File: src/rtl/rfg_pkg.sv
package rfg_pkg;
    typedef enum logic {
        ST_MONITOR = 1'b0,
        ST_FORCE   = 1'b1
    } rfg_state_e;
endpackage

File: src/rtl/refresh_guard_activity.sv
// Tracks run lengths of a steady address and of upstream chip enable high.
// relief_o is set in the cycle where either run reaches a full read cycle.
module refresh_guard_activity #(
    parameter int ADDR_W = 20,
    parameter int RC_CYC = 9
) (
    input  logic              clk,
    input  logic              rst_n,
    input  logic [ADDR_W-1:0] addr_i,
    input  logic              ce_n_i,
    output logic              relief_o
);
    localparam int RC_W = $clog2(RC_CYC + 1);
    localparam logic [RC_W-1:0] RC_MAX = RC_W'(RC_CYC);

    logic [ADDR_W-1:0] addr_q;
    logic [RC_W-1:0]   hold_q, hold_d;
    logic [RC_W-1:0]   high_q, high_d;

    always_comb begin
        if (addr_i != addr_q)
            hold_d = RC_W'(1);
        else if (hold_q == RC_MAX)
            hold_d = RC_MAX;
        else
            hold_d = hold_q + RC_W'(1);

        if (!ce_n_i)
            high_d = '0;
        else if (high_q == RC_MAX)
            high_d = RC_MAX;
        else
            high_d = high_q + RC_W'(1);

        relief_o = (hold_d == RC_MAX) || (high_d == RC_MAX);
    end

    always_ff @(posedge clk or negedge rst_n) begin
        if (!rst_n) begin
            addr_q <= '0;
            hold_q <= '0;
            high_q <= '0;
        end else begin
            addr_q <= addr_i;
            hold_q <= hold_d;
            high_q <= high_d;
        end
    end
endmodule

File: src/rtl/refresh_guard_window.sv
// Counts risky cycles since the last clear; expire_o marks the last one.
module refresh_guard_window #(
    parameter int GUARD_CYC = 1750
) (
    input  logic clk,
    input  logic rst_n,
    input  logic step_i,
    input  logic clear_i,
    output logic expire_o
);
    localparam int WIN_W = (GUARD_CYC > 2) ? $clog2(GUARD_CYC) : 1;
    localparam logic [WIN_W-1:0] WIN_LAST = WIN_W'(GUARD_CYC - 1);

    logic [WIN_W-1:0] win_q;

    assign expire_o = step_i && !clear_i && (win_q == WIN_LAST);

    always_ff @(posedge clk or negedge rst_n) begin
        if (!rst_n)
            win_q <= '0;
        else if (clear_i || expire_o)
            win_q <= '0;
        else if (step_i)
            win_q <= win_q + WIN_W'(1);
    end
endmodule

File: src/rtl/refresh_guard_evcnt.sv
// Saturating event counter.
module refresh_guard_evcnt #(
    parameter int CNT_W = 16
) (
    input  logic             clk,
    input  logic             rst_n,
    input  logic             inc_i,
    output logic [CNT_W-1:0] count_o
);
    always_ff @(posedge clk or negedge rst_n) begin
        if (!rst_n)
            count_o <= '0;
        else if (inc_i && (count_o != {CNT_W{1'b1}}))
            count_o <= count_o + CNT_W'(1);
    end
endmodule

File: src/rtl/refresh_guard.sv
module refresh_guard
    import rfg_pkg::*;
#(
    parameter int ADDR_W    = 20,
    parameter int RC_CYC    = 9,
    parameter int GUARD_CYC = 1750,
    parameter int CNT_W     = 16
) (
    input  logic              clk,
    input  logic              rst_n,
    input  logic [ADDR_W-1:0] addr_i,
    input  logic              ce_n_i,
    input  logic              we_n_i,
    output logic              ce_n_o,
    output logic              stall_o,
    output logic [CNT_W-1:0]  viol_cnt_o
);
    localparam int RC_W = $clog2(RC_CYC + 1);
    localparam logic [RC_W-1:0] FC_LAST = RC_W'(RC_CYC - 1);

    rfg_state_e      state_q, state_d;
    logic [RC_W-1:0] fcnt_q;
    logic            relief, step, clear, expire;

    refresh_guard_activity #(.ADDR_W(ADDR_W), .RC_CYC(RC_CYC)) u_act (
        .clk      (clk),
        .rst_n    (rst_n),
        .addr_i   (addr_i),
        .ce_n_i   (ce_n_i),
        .relief_o (relief)
    );

    assign step  = (state_q == ST_MONITOR) && !ce_n_i && we_n_i;
    assign clear = relief || (state_q == ST_FORCE);

    refresh_guard_window #(.GUARD_CYC(GUARD_CYC)) u_win (
        .clk      (clk),
        .rst_n    (rst_n),
        .step_i   (step),
        .clear_i  (clear),
        .expire_o (expire)
    );

    refresh_guard_evcnt #(.CNT_W(CNT_W)) u_cnt (
        .clk     (clk),
        .rst_n   (rst_n),
        .inc_i   (expire),
        .count_o (viol_cnt_o)
    );

    always_comb begin
        state_d = state_q;
        unique case (state_q)
            ST_MONITOR: if (expire) state_d = ST_FORCE;
            ST_FORCE:   if (fcnt_q == FC_LAST) state_d = ST_MONITOR;
            default:    state_d = ST_MONITOR;
        endcase
    end

    always_ff @(posedge clk or negedge rst_n) begin
        if (!rst_n) begin
            state_q <= ST_MONITOR;
            fcnt_q  <= '0;
        end else begin
            state_q <= state_d;
            fcnt_q  <= (state_q == ST_FORCE && state_d == ST_FORCE)
                       ? fcnt_q + RC_W'(1) : '0;
        end
    end

    always_comb begin
        unique case (state_q)
            ST_MONITOR: begin
                ce_n_o  = ce_n_i;
                stall_o = 1'b0;
            end
            ST_FORCE: begin
                ce_n_o  = 1'b1;
                stall_o = 1'b1;
            end
            default: begin
                ce_n_o  = ce_n_i;
                stall_o = 1'b0;
            end
        endcase
    end
endmodule

File: config.mk
export PLATFORM = sky130hd
export DESIGN_NAME = refresh_guard
export DESIGN_NICKNAME = d
export VERILOG_FILES = /design/src/rtl/rfg_pkg.sv /design/src/rtl/refresh_guard_activity.sv /design/src/rtl/refresh_guard_window.sv /design/src/rtl/refresh_guard_evcnt.sv /design/src/rtl/refresh_guard.sv
export SDC_FILE = /design/constraint.sdc
export NUM_CORES = 1
export LEC_CHECK = 0
export CAP_MARGIN = 5
export CORE_UTILIZATION = 38
export DETAILED_ROUTE_END_ITERATION = 10
export DONT_BUFFER_PORTS = 1
export SYNTH_ARGS = -nofsm -noshare
export SYNTH_HDL_FRONTEND = slang
export SYNTH_HIERARCHICAL = 1
export SYNTH_SLANG_ARGS = --single-unit
File: constraint.sdc
create_clock -name clk -period 4.8 [get_ports clk]
set_clock_uncertainty 0.15 [all_clocks]
set_input_delay 0.24 -clock clk [delete_from_list [all_inputs] [get_ports clk]]
set_output_delay 0.24 -clock clk [all_outputs]
set_load 0.01 [all_outputs]
; ---- After elaboration in Yosys (flattened, before gate mapping)
; Cells that the tools add are included.
[totals]
in_bits = 24
ff_bits = 60
output_inout_bits = 18
[classes]
bitwise_logic = 1
reduce_logical = 12
eq_ne = 8
muxes = 12
addsub = 5
[ops]
columns = operator, count
row1 = 2-to-1 mux 11 bit, 2
row2 = "equality test 4 bit, second input constant", 5
row3 = 2-to-1 mux 4 bit, 5
row4 = != test 20 bit, 1
row5 = "adder 16 x 1 -> 16 bit, second input constant", 1
row6 = "!= test 16 bit, second input constant", 1
row7 = "adder 4 x 1 -> 4 bit, second input constant", 3
row8 = "adder 11 x 1 -> 11 bit, second input constant", 1
row9 = "equality test 11 bit, second input constant", 1
row10 = logical AND 1 bit, 6
row11 = case mux 1 bit (2 select lines), 3
row12 = logical OR 1 bit, 3
row13 = zero test 1 bit, 2
row14 = 2-to-1 mux 1 bit, 2
row15 = nonzero test 2 bit, 1
row16 = inverter 1 bit, 1

; ---- Depth between registers and ports, before layout
; Gate-level depths: netlist of the first run.
[depth]
word_depth = 13
mapped_depth = 12
ltp_nobuf = 12

; ---- Hierarchy
; Netlist of the first run, hierarchy kept.
[modules_own_cells]
columns = mod, seq_area_each_um2, area_each_um2, cells_per_inst, instances
row1 = refresh_guard_activity, 700.7, 1176.1, 91, 1
row2 = refresh_guard_evcnt, 400.4, 859.6, 72, 1
row3 = refresh_guard_window, 275.3, 609.3, 61, 1
row4 = refresh_guard, 125.1, 265.3, 27, 1

; ---- Worst setup path before layout of the first run
; Ideal clock, no wire load.
[synth_timing]
path_type = register to register
startpoint = reg u_act.hold_q[0]
endpoint = reg u_cnt.count_o[14]
arrival_time_ps = 3068
setup_ps = 128
stages_incl_launch_ff = 11
setup_slack_ps = 1454
path_buffers = 0
t_required_ps = 4522
cell_sequence = dfrtp_1 -> ha_1 -> nor3b_1 -> o311ai_0 -> o31ai_1 -> or2_2 -> nor4b_1 -> nand2_1 -> nor4_4 -> nand4_1 -> xnor2_1
[synth_between]
elab_chain_cells = 10
word_cells_on_any_way = 11
cone_classes = add/sub (1) / eq/ne (2) / mux (2) / reduce/logical (6)
[synth_rtl]
columns = item, line
row1 = from (decl), refresh_guard_activity.sv:17  ; logic [RC_W-1:0] hold_q, hold_d;
row2 = from (signal assigned), refresh_guard_activity.sv:45  ; hold_q <= hold_d;
row3 = adder 4 x 1 -> 4 bit or equality test 4 bit (tied branches), "refresh_guard_activity.sv:26, refresh_guard_activity.sv:23"
row4 = 2-to-1 mux 4 bit (*), refresh_guard_activity.sv:23  ; else if (hold_q == RC_MAX)
row5 = 2-to-1 mux 4 bit (*), refresh_guard_activity.sv:21  ; if (addr_i != addr_q)
row6 = equality test 4 bit (*), refresh_guard_activity.sv:35  ; relief_o = (hold_d == RC_MAX) || (high_d == RC_MAX);
row7 = logical OR 1 bit (*), refresh_guard_activity.sv:35
row8 = net relief, refresh_guard.sv:23  ; logic relief, step, clear, expire;
row9 = logical OR 1 bit (*), refresh_guard.sv:34  ; assign clear = relief || (state_q == ST_FORCE);
row10 = net clear, refresh_guard.sv:23
row11 = zero test 1 bit (*), refresh_guard_window.sv:16  ; assign expire_o = step_i && !clear_i && (win_q == WIN_LAST);
row12 = logical AND 1 bit (*) (2 in series), refresh_guard_window.sv:16
row13 = net expire, refresh_guard.sv:23
row14 = logical AND 1 bit (*), refresh_guard_evcnt.sv:13  ; else if (inc_i && (count_o != {CNT_W{1'b1}}))
row15 = to (signal assigned), refresh_guard_evcnt.sv:14  ; count_o <= count_o + CNT_W'(1);
row16 = to (decl), refresh_guard_evcnt.sv:8  ; output logic [CNT_W-1:0] count_o
; Mark *: on every way through the listed nets, which the timed path passes. The rest lies on a longest branch.
; A chain may end at the register's enable or synchronous reset.

; ---- Worst setup path after layout of the first run
[layout_timing]
startpoint = reg state_q
endpoint = reg u_cnt.count_o[7]
[layout_between]
elab_chain_cells = 6
word_cells_on_any_way = 8
cone_classes = bitwise (1) / reduce/logical (7)
[layout_rtl]
columns = item, line
row1 = from (decl), refresh_guard.sv:21  ; rfg_state_e state_q, state_d;
row2 = from (signal assigned), refresh_guard.sv:65  ; state_q <= state_d;
row3 = inverter 1 bit, refresh_guard.sv:33  ; assign step = (state_q == ST_MONITOR) && !ce_n_i && we_n_i;
row4 = logical AND 1 bit (2 in series), refresh_guard.sv:33
row5 = net step, refresh_guard.sv:23
row6 = logical AND 1 bit (2 in series), refresh_guard_window.sv:16
row7 = net expire, refresh_guard.sv:23
row8 = logical AND 1 bit, refresh_guard_evcnt.sv:13
; The timed path passes the listed nets, and every way through them passes these cells.

==> results.ini, run 1 <==
[status]
status=completed

[global_routing]
antenna_found_initial=0
grt-ovfl-total=0
grt_pass1_vias=2104
grt.total_usage_pct=16.7
grt_pass1_wl_um=9860
grt_max_degree=61

[power]
intPower_uw=889
peakVddDrop_uv=217
sw_frac_of_total_pct=26.2
powerDensity_nw_per_um2=345
pwr-share-clk_pct=41.5
p_switching_uw=315
sequentialPowerShare_pct=49.4
p_leak_uw=0.00147
pwr-share-comb_pct=9.1

[sta]
setup_tns_ps=0
setup_viol=0
worst_slew_pin_slew_ps=840
slew_headroom_pct=43.7
final.min_clock_period_ps=3330
whs_ps=144
setup_ws_ps=1470
hold_violations=0
rsz0062_at_grt=no
final_max_slew_viol_count=0
finalCritPeriodShare_pct=69.4
max_freq_mhz=300

[clock_tree]
clk_pin_slew_ps=70
cts_tree=yes
insertion_delay_ps=340
cts_inserted_buffers=9
cts_buffer_depth=2
cts.sinks=60
cts_setup_buffers=0
h-tree-depth=3
cts_root_buf=clkbuf_8

[logic_synthesis]
yosysUniqueCellTypes=54
synthCells=251
avgSynthCellArea_um2=11.6
yosys.area_share.simple_pct=22.9
yosys_warnings=6
yosys.area_share.xor_xnor_pct=9.93
async_flop_share_pct=100
synth_fa_ha_area_share_pct=3.87
ys.flop_type=dfrtp_1
syn_area_um2=2910
synth_top_family_by_area=simple AND/OR/NAND/NOR gates
ys_ff_latch=60
synth_nets=284
synth.yosys.seq_area_share_pct=51.6
synth_edf_count=0
synth_compound_area_share_pct=8.90
muxShareOfSynthArea_pct=1.46

[worst_setup_path]
slowest_stage=nor2_1
critPathLaunchType=flip-flop
end_kind=flip-flop
critPathMaxFanout=9
cp_common_cell=a31oi_1
worstSetupPathType=reg2reg
arrival_ps=3450
slowest_delay_ps=520
rr_worst_depth=9
path_buf_inv=1
crit_required_ps=4910
critical_path.top_delay_family=simple AND/OR/NAND/NOR gates
path_cells=or2_2 > nor2_1 > nand4_1 > nor4b_1 > buf_4 > and3_1 > and4_2 > a31oi_1 > a31oi_1
cp.depth=9

[floorplan]
fp.dieH_um=89.5
pin_count=42
row_count=31
coreArea_um2=7330
die-area_um2=8010
start_util_pct=39.7
die_w_um=89.5

[place]
placed_area_um2=3030
hpwl_um=3660
portBuffers=0
preCtsSetupSlack_ps=1490
finalWeightedCongestion=0.755

[drt]
vias=2041
postRouteAntennaNets=0
routedWlPerCell_um=14.8
dr.pass1.iters=4
drt_iter0_markers=66
wirelength_um=5750
routed_via_density=5.26
route.detailed.drc=0

[cells_and_area]
area_delta_synth_final_pct=20.0
drive_gt1_share_pct=12.8
diodes=0
finish.utilization_pct=47.6
num-fill-cells=676
final_nets=317
finalInstanceArea_um2=3490

[worst_hold_path]
hold_depth=4
hold_class=in2reg

[flow_run]
maxCapViolCount=0

## per-stage QoR
stage | instances | power [uW]
finish | 388 | 1200
global placement | 349 | 681
CTS | 388 | 1220
floorplan | 251 | 660
global route | 388 | 1260
detailed placement | 349 | 685
## cell type report
cell class / count / area (um^2) / area share [%]
clock buffers: 9 / 124 / 3.55
clock inverters: 7 / 91.3 / 2.62
inverters: 7 / 26.3 / 0.752
multi-input cells: 182 / 1370 / 39.2
flip-flops and latches: 60 / 1500 / 43.0
well taps: 99 / 124 / 3.55
repair buffers: 24 / 255 / 7.31
## tightest hold or removal path, stage by stage
cell	delay, ps
inv_1	30
nor2_1	140
nor2_1	130
a211oi_1	50
## placed cells by master (no fill, tap or decap), types with 4 or more instances in the layout
master	n
dlygate4sd3_1	22
xnor2_1	7
ha_1	9
clkbuf_8	9
a21oi_1	13
nand4_1	13
o21ai_0	5
nor3b_1	5
o31ai_1	4
nor4_1	5
dfrtp_1	60
nand2_1	13
nand3_1	11
nor2_1	12
inv_1	7
xor2_1	26
o21a_1	5
## cells by family (layout without fill, tap and decap cells)
family | after synthesis | count (layout)
AO/OA/AOI/OAI | 38 | 38
buffers and inverters | 9 | 47
multiplexers | 4 | 4
adder cells (fa/ha/maj) | 9 | 9
flip-flops | 60 | 60
XOR/XNOR | 33 | 33
AND/OR/NAND/NOR | 98 | 98
## worst paths after layout
kind / from / to / slack, ps
setup / recovery: state_q$_DFF_PN0_ / u_cnt/count_o[7]$_DFFE_PN0P_ / 1470
hold / removal: we_n_i / u_win/win_q[1]$_DFFE_PN0P_ / 140
setup reg to reg: state_q$_DFF_PN0_ / u_cnt/count_o[7]$_DFFE_PN0P_ / 1470
hold reg to reg: fcnt_q[0]$_DFF_PN0_ / fcnt_q[0]$_DFF_PN0_ / 350
max in group asynchronous: rst_n / u_win/win_q[0]$_DFFE_PN0P_ / 3970
min in group asynchronous: rst_n / u_act/addr_q[6]$_DFF_PN0_ / 280
## registers in the layout (all words and copies together), names as in the netlist
name / count
u_act/addr_q: 20
u_cnt/count_o: 16
u_win/win_q: 11
fcnt_q: 4
u_act/high_q: 4
u_act/hold_q: 4
state_q: 1
## cell usage after synthesis, types with 2 or more instances
cell type / n / area [um^2]
o21a_1: 5 / 37.5
nor4_4: 2 / 42.5
mux2i_1: 2 / 20.0
nor4_1: 5 / 31.3
dfrtp_1: 60 / 1500
or4_1: 3 / 22.5
nand4_1: 13 / 81.3
nor2_1: 12 / 45.0
xor2_1: 26 / 228
xnor2_1: 7 / 61.3
o21ai_0: 5 / 25.0
nand2_1: 13 / 48.8
nor2b_1: 2 / 12.5
nand3_4: 2 / 35.0
inv_1: 7 / 26.3
nor3_1: 2 / 10.0
ha_1: 9 / 113
nand3_1: 11 / 55.1
o31ai_1: 4 / 30.0
and3_1: 3 / 18.8
a31oi_1: 3 / 18.8
or3_1: 2 / 12.5
nor3b_1: 5 / 37.5
o211ai_1: 2 / 15.0
or3_2: 2 / 15.0
and2_1: 2 / 12.5
or2_2: 2 / 12.5
a21oi_1: 13 / 65.1
and4b_1: 2 / 20.0
## repair_timing
action / 4_1_cts / 5_1_grt
endpoints found under the hold margin: 84 / 0
resized for setup: 0 / 0
hold buffers: 23 / 0
## routing by layer
layer,wire length (um),up-vias,global-route usage [%]
met5,0,-,0
met4,63,0,6.20
met3,340,6,6.93
met2,2660,52,25.9
met1,2680,988,20.9
li1,-,995,-
## power groups by stage
stage	Combinational [uW]	Sequential (uW)	Clock, uW
after detailed placement	82.4	602	0
after floorplan	70.8	589	0
after global routing	128	599	535
final	110	594	500
after global placement	80.0	601	0
after CTS	111	593	514
No activity file was read; power rests on OpenSTA's default activity.
==> inputs of run 2 (changes only) <==
==> constraint.sdc (replaced) <==
create_clock -name clk -period 3.45 [get_ports clk]
set_clock_uncertainty 0.15 [all_clocks]
set_input_delay 0.1725 -clock clk [delete_from_list [all_inputs] [get_ports clk]]
set_output_delay 0.1725 -clock clk [all_outputs]
set_load 0.01 [all_outputs]
==> results.ini, run 2 (same netlist as run 1, synthesis figures left out) <==
[status]
status=completed

[drt]
routed_via_density=5.19  ; -1.3%
dr.pass1.iters=4  ; unchanged
drt_iter0_markers=97  ; +47%
route.detailed.drc=0  ; unchanged
wirelength_um=5540  ; -3.6%
postRouteAntennaNets=0  ; unchanged
routedWlPerCell_um=14.2  ; -4.1%
vias=2025  ; -0.78%

[worst_setup_path]
slowest_stage=dfrtp_1
path_buf_inv=1  ; unchanged
path_cells=ha_1 > nor3b_1 > o311ai_0 > o31ai_1 > or2_2 > nor4b_1 > buf_4 > and3_1 > and4_2 > a31oi_1 > a31oi_1
crit_required_ps=3550  ; -1360 ps
critical_path.top_delay_family=simple AND/OR/NAND/NOR gates
worstSetupPathType=reg2reg
slowest_delay_ps=430  ; -90 ps
cp_common_cell=a31oi_1
critPathMaxFanout=6  ; -3
end_kind=flip-flop
critPathLaunchType=flip-flop
arrival_ps=3250  ; -200 ps

[cells_and_area]
reg_top3=u_act/addr_q: 20 flops, u_cnt/count_o: 16 flops, u_win/win_q: 11 flops
drive_gt1_share_pct=12.7  ; -0.088 points
largest_reg_flops=20  ; unchanged
final_cell_mix=60 x dfrtp_1, 26 x xor2_1, 22 x dlygate4sd3_1
regMostFlops=u_act/addr_q
diodes=0  ; unchanged
area_delta_synth_final_pct=19.3
final_nets=319  ; +0.63%
num-fill-cells=646  ; -4.4%
layout_commonest_cell=dfrtp_1
finish.utilization_pct=47.4  ; -0.27 points

[floorplan]
row_count=31  ; unchanged
die_w_um=89.5  ; unchanged
pin_count=42  ; unchanged
start_util_pct=39.7  ; unchanged
die-area_um2=8010  ; unchanged
coreArea_um2=7330  ; unchanged
fp.dieH_um=89.5  ; unchanged

[sta]
setup_tns_ps=0  ; unchanged
setup_viol=0  ; unchanged
rsz0062_at_grt=no
worst_slew_pin_slew_ps=784  ; -55.7 ps
slew_headroom_pct=47.4  ; +3.7 points
final_max_slew_viol_count=0  ; unchanged
finalCritPeriodShare_pct=91.4  ; +22 points
hold_violations=0  ; unchanged
max_freq_mhz=317  ; +5.7%
final.min_clock_period_ps=3150  ; -180 ps

[clock_tree]
cts_buffer_depth=2  ; unchanged
cts_setup_buffers=0  ; unchanged
ctsHoldBuffers=23  ; unchanged
insertion_delay_ps=330  ; about the same
cts_resized=0  ; unchanged
clk_pin_slew_ps=70  ; about the same
h-tree-depth=3  ; unchanged
cts_root_buf=clkbuf_8
cts_inserted_buffers=9  ; unchanged
cts_tree=yes
cts.sinks=60  ; unchanged

[power]
p_leak_uw=0.00147  ; -0.59%
powerDensity_nw_per_um2=443  ; +29%
peakVddDrop_uv=266  ; +22%

[global_routing]
grt_pass1_vias=2052  ; -2.5%
antenna_found_initial=0  ; unchanged
grt.total_usage_pct=16.0  ; -0.73 points
grt-ovfl-total=0  ; unchanged
grt_max_degree=61  ; unchanged
grt_pass1_wl_um=9460  ; -4.1%

[place]
hpwl_um=3630  ; -0.84%
portBuffers=0  ; unchanged
finalWeightedCongestion=0.763  ; +1.0%

[worst_hold_path]
hold_class=in2reg

[flow_run]
maxCapViolCount=0  ; unchanged

==> run 2: cell types whose count changed in the layout (fill, tap and decap cells not counted) <==
cell,delta
bufinv_16,-2
clkinv_2,-2
buf_4,+2
clkbuf_8,+2
clkbuf_1,+2
==> run 2: report_power, final <==
group | total (uW) | switching (uW) | internal (uW)
logic | 152 | 72.0 | 79.5
clock network | 566 | 266 | 300
registers | 822 | 67.2 | 754
==> run 2: worst paths after layout <==
path / start / end / slack (ps) / depth (start not counted)
setup reg to reg: u_act/hold_q[0]$_DFF_PN0_ / u_cnt/count_o[7]$_DFFE_PN0P_ / 300 / 11
max in group asynchronous: rst_n / fcnt_q[3]$_DFF_PN0_ / 2680 / 2
min in group asynchronous: rst_n / u_act/high_q[1]$_DFF_PN0_ / 220 / 2
hold reg to reg: fcnt_q[0]$_DFF_PN0_ / fcnt_q[0]$_DFF_PN0_ / 340 / 1
setup / recovery: u_act/hold_q[0]$_DFF_PN0_ / u_cnt/count_o[7]$_DFFE_PN0P_ / 300 / 11
hold / removal: we_n_i / u_win/win_q[1]$_DFFE_PN0P_ / 100 / 5
==> run 2: layout make-up <==
| type | instances | area [um^2] | share of cell area, % |
|---|---|---|---|
| sequential | 60 | 1500 | 43.2 |
| clock buffer | 13 | 159 | 4.58 |
| tap | 99 | 124 | 3.57 |
| timing repair buffer | 26 | 270 | 7.78 |
| multi-input combinational | 182 | 1370 | 39.5 |
| clock inverter | 3 | 21.3 | 0.613 |
| inverter | 7 | 26.3 | 0.757 |
==> run 2: worst min-delay path, stage by stage <==
cell and delay [ps]:
inv_1 30, nor2_1 40, buf_4 160, nor2_1 90, a211oi_1 50
==> run 2: layer usage <==
metal / track usage, % / routed length, um / up-vias
li1: - / - / 994
met1: 20.2 / 2660 / 980
met4: 5.48 / 54 / 0
met5: 0 / 0 / -
met3: 6.19 / 297 / 5
met2: 25.1 / 2530 / 46
==> run 2: metrics by stage <==
| step | setup slack (ps) | area [um^2] | hold slack (ps) | cells | power, uW |
|---|---|---|---|---|---|
| detailed placement | 309 | 3040 | -272 | 351 | 951 |
| floorplan | 104 | 2910 | -273 | 251 | 918 |
| finish | 296 | 3470 | 100 | 390 | 1540 |
| global placement | 426 | 3040 | -272 | 351 | 945 |
| CTS | 299 | 3470 | 87.3 | 390 | 1570 |
| global route | 103 | 3470 | 118 | 390 | 1630 |
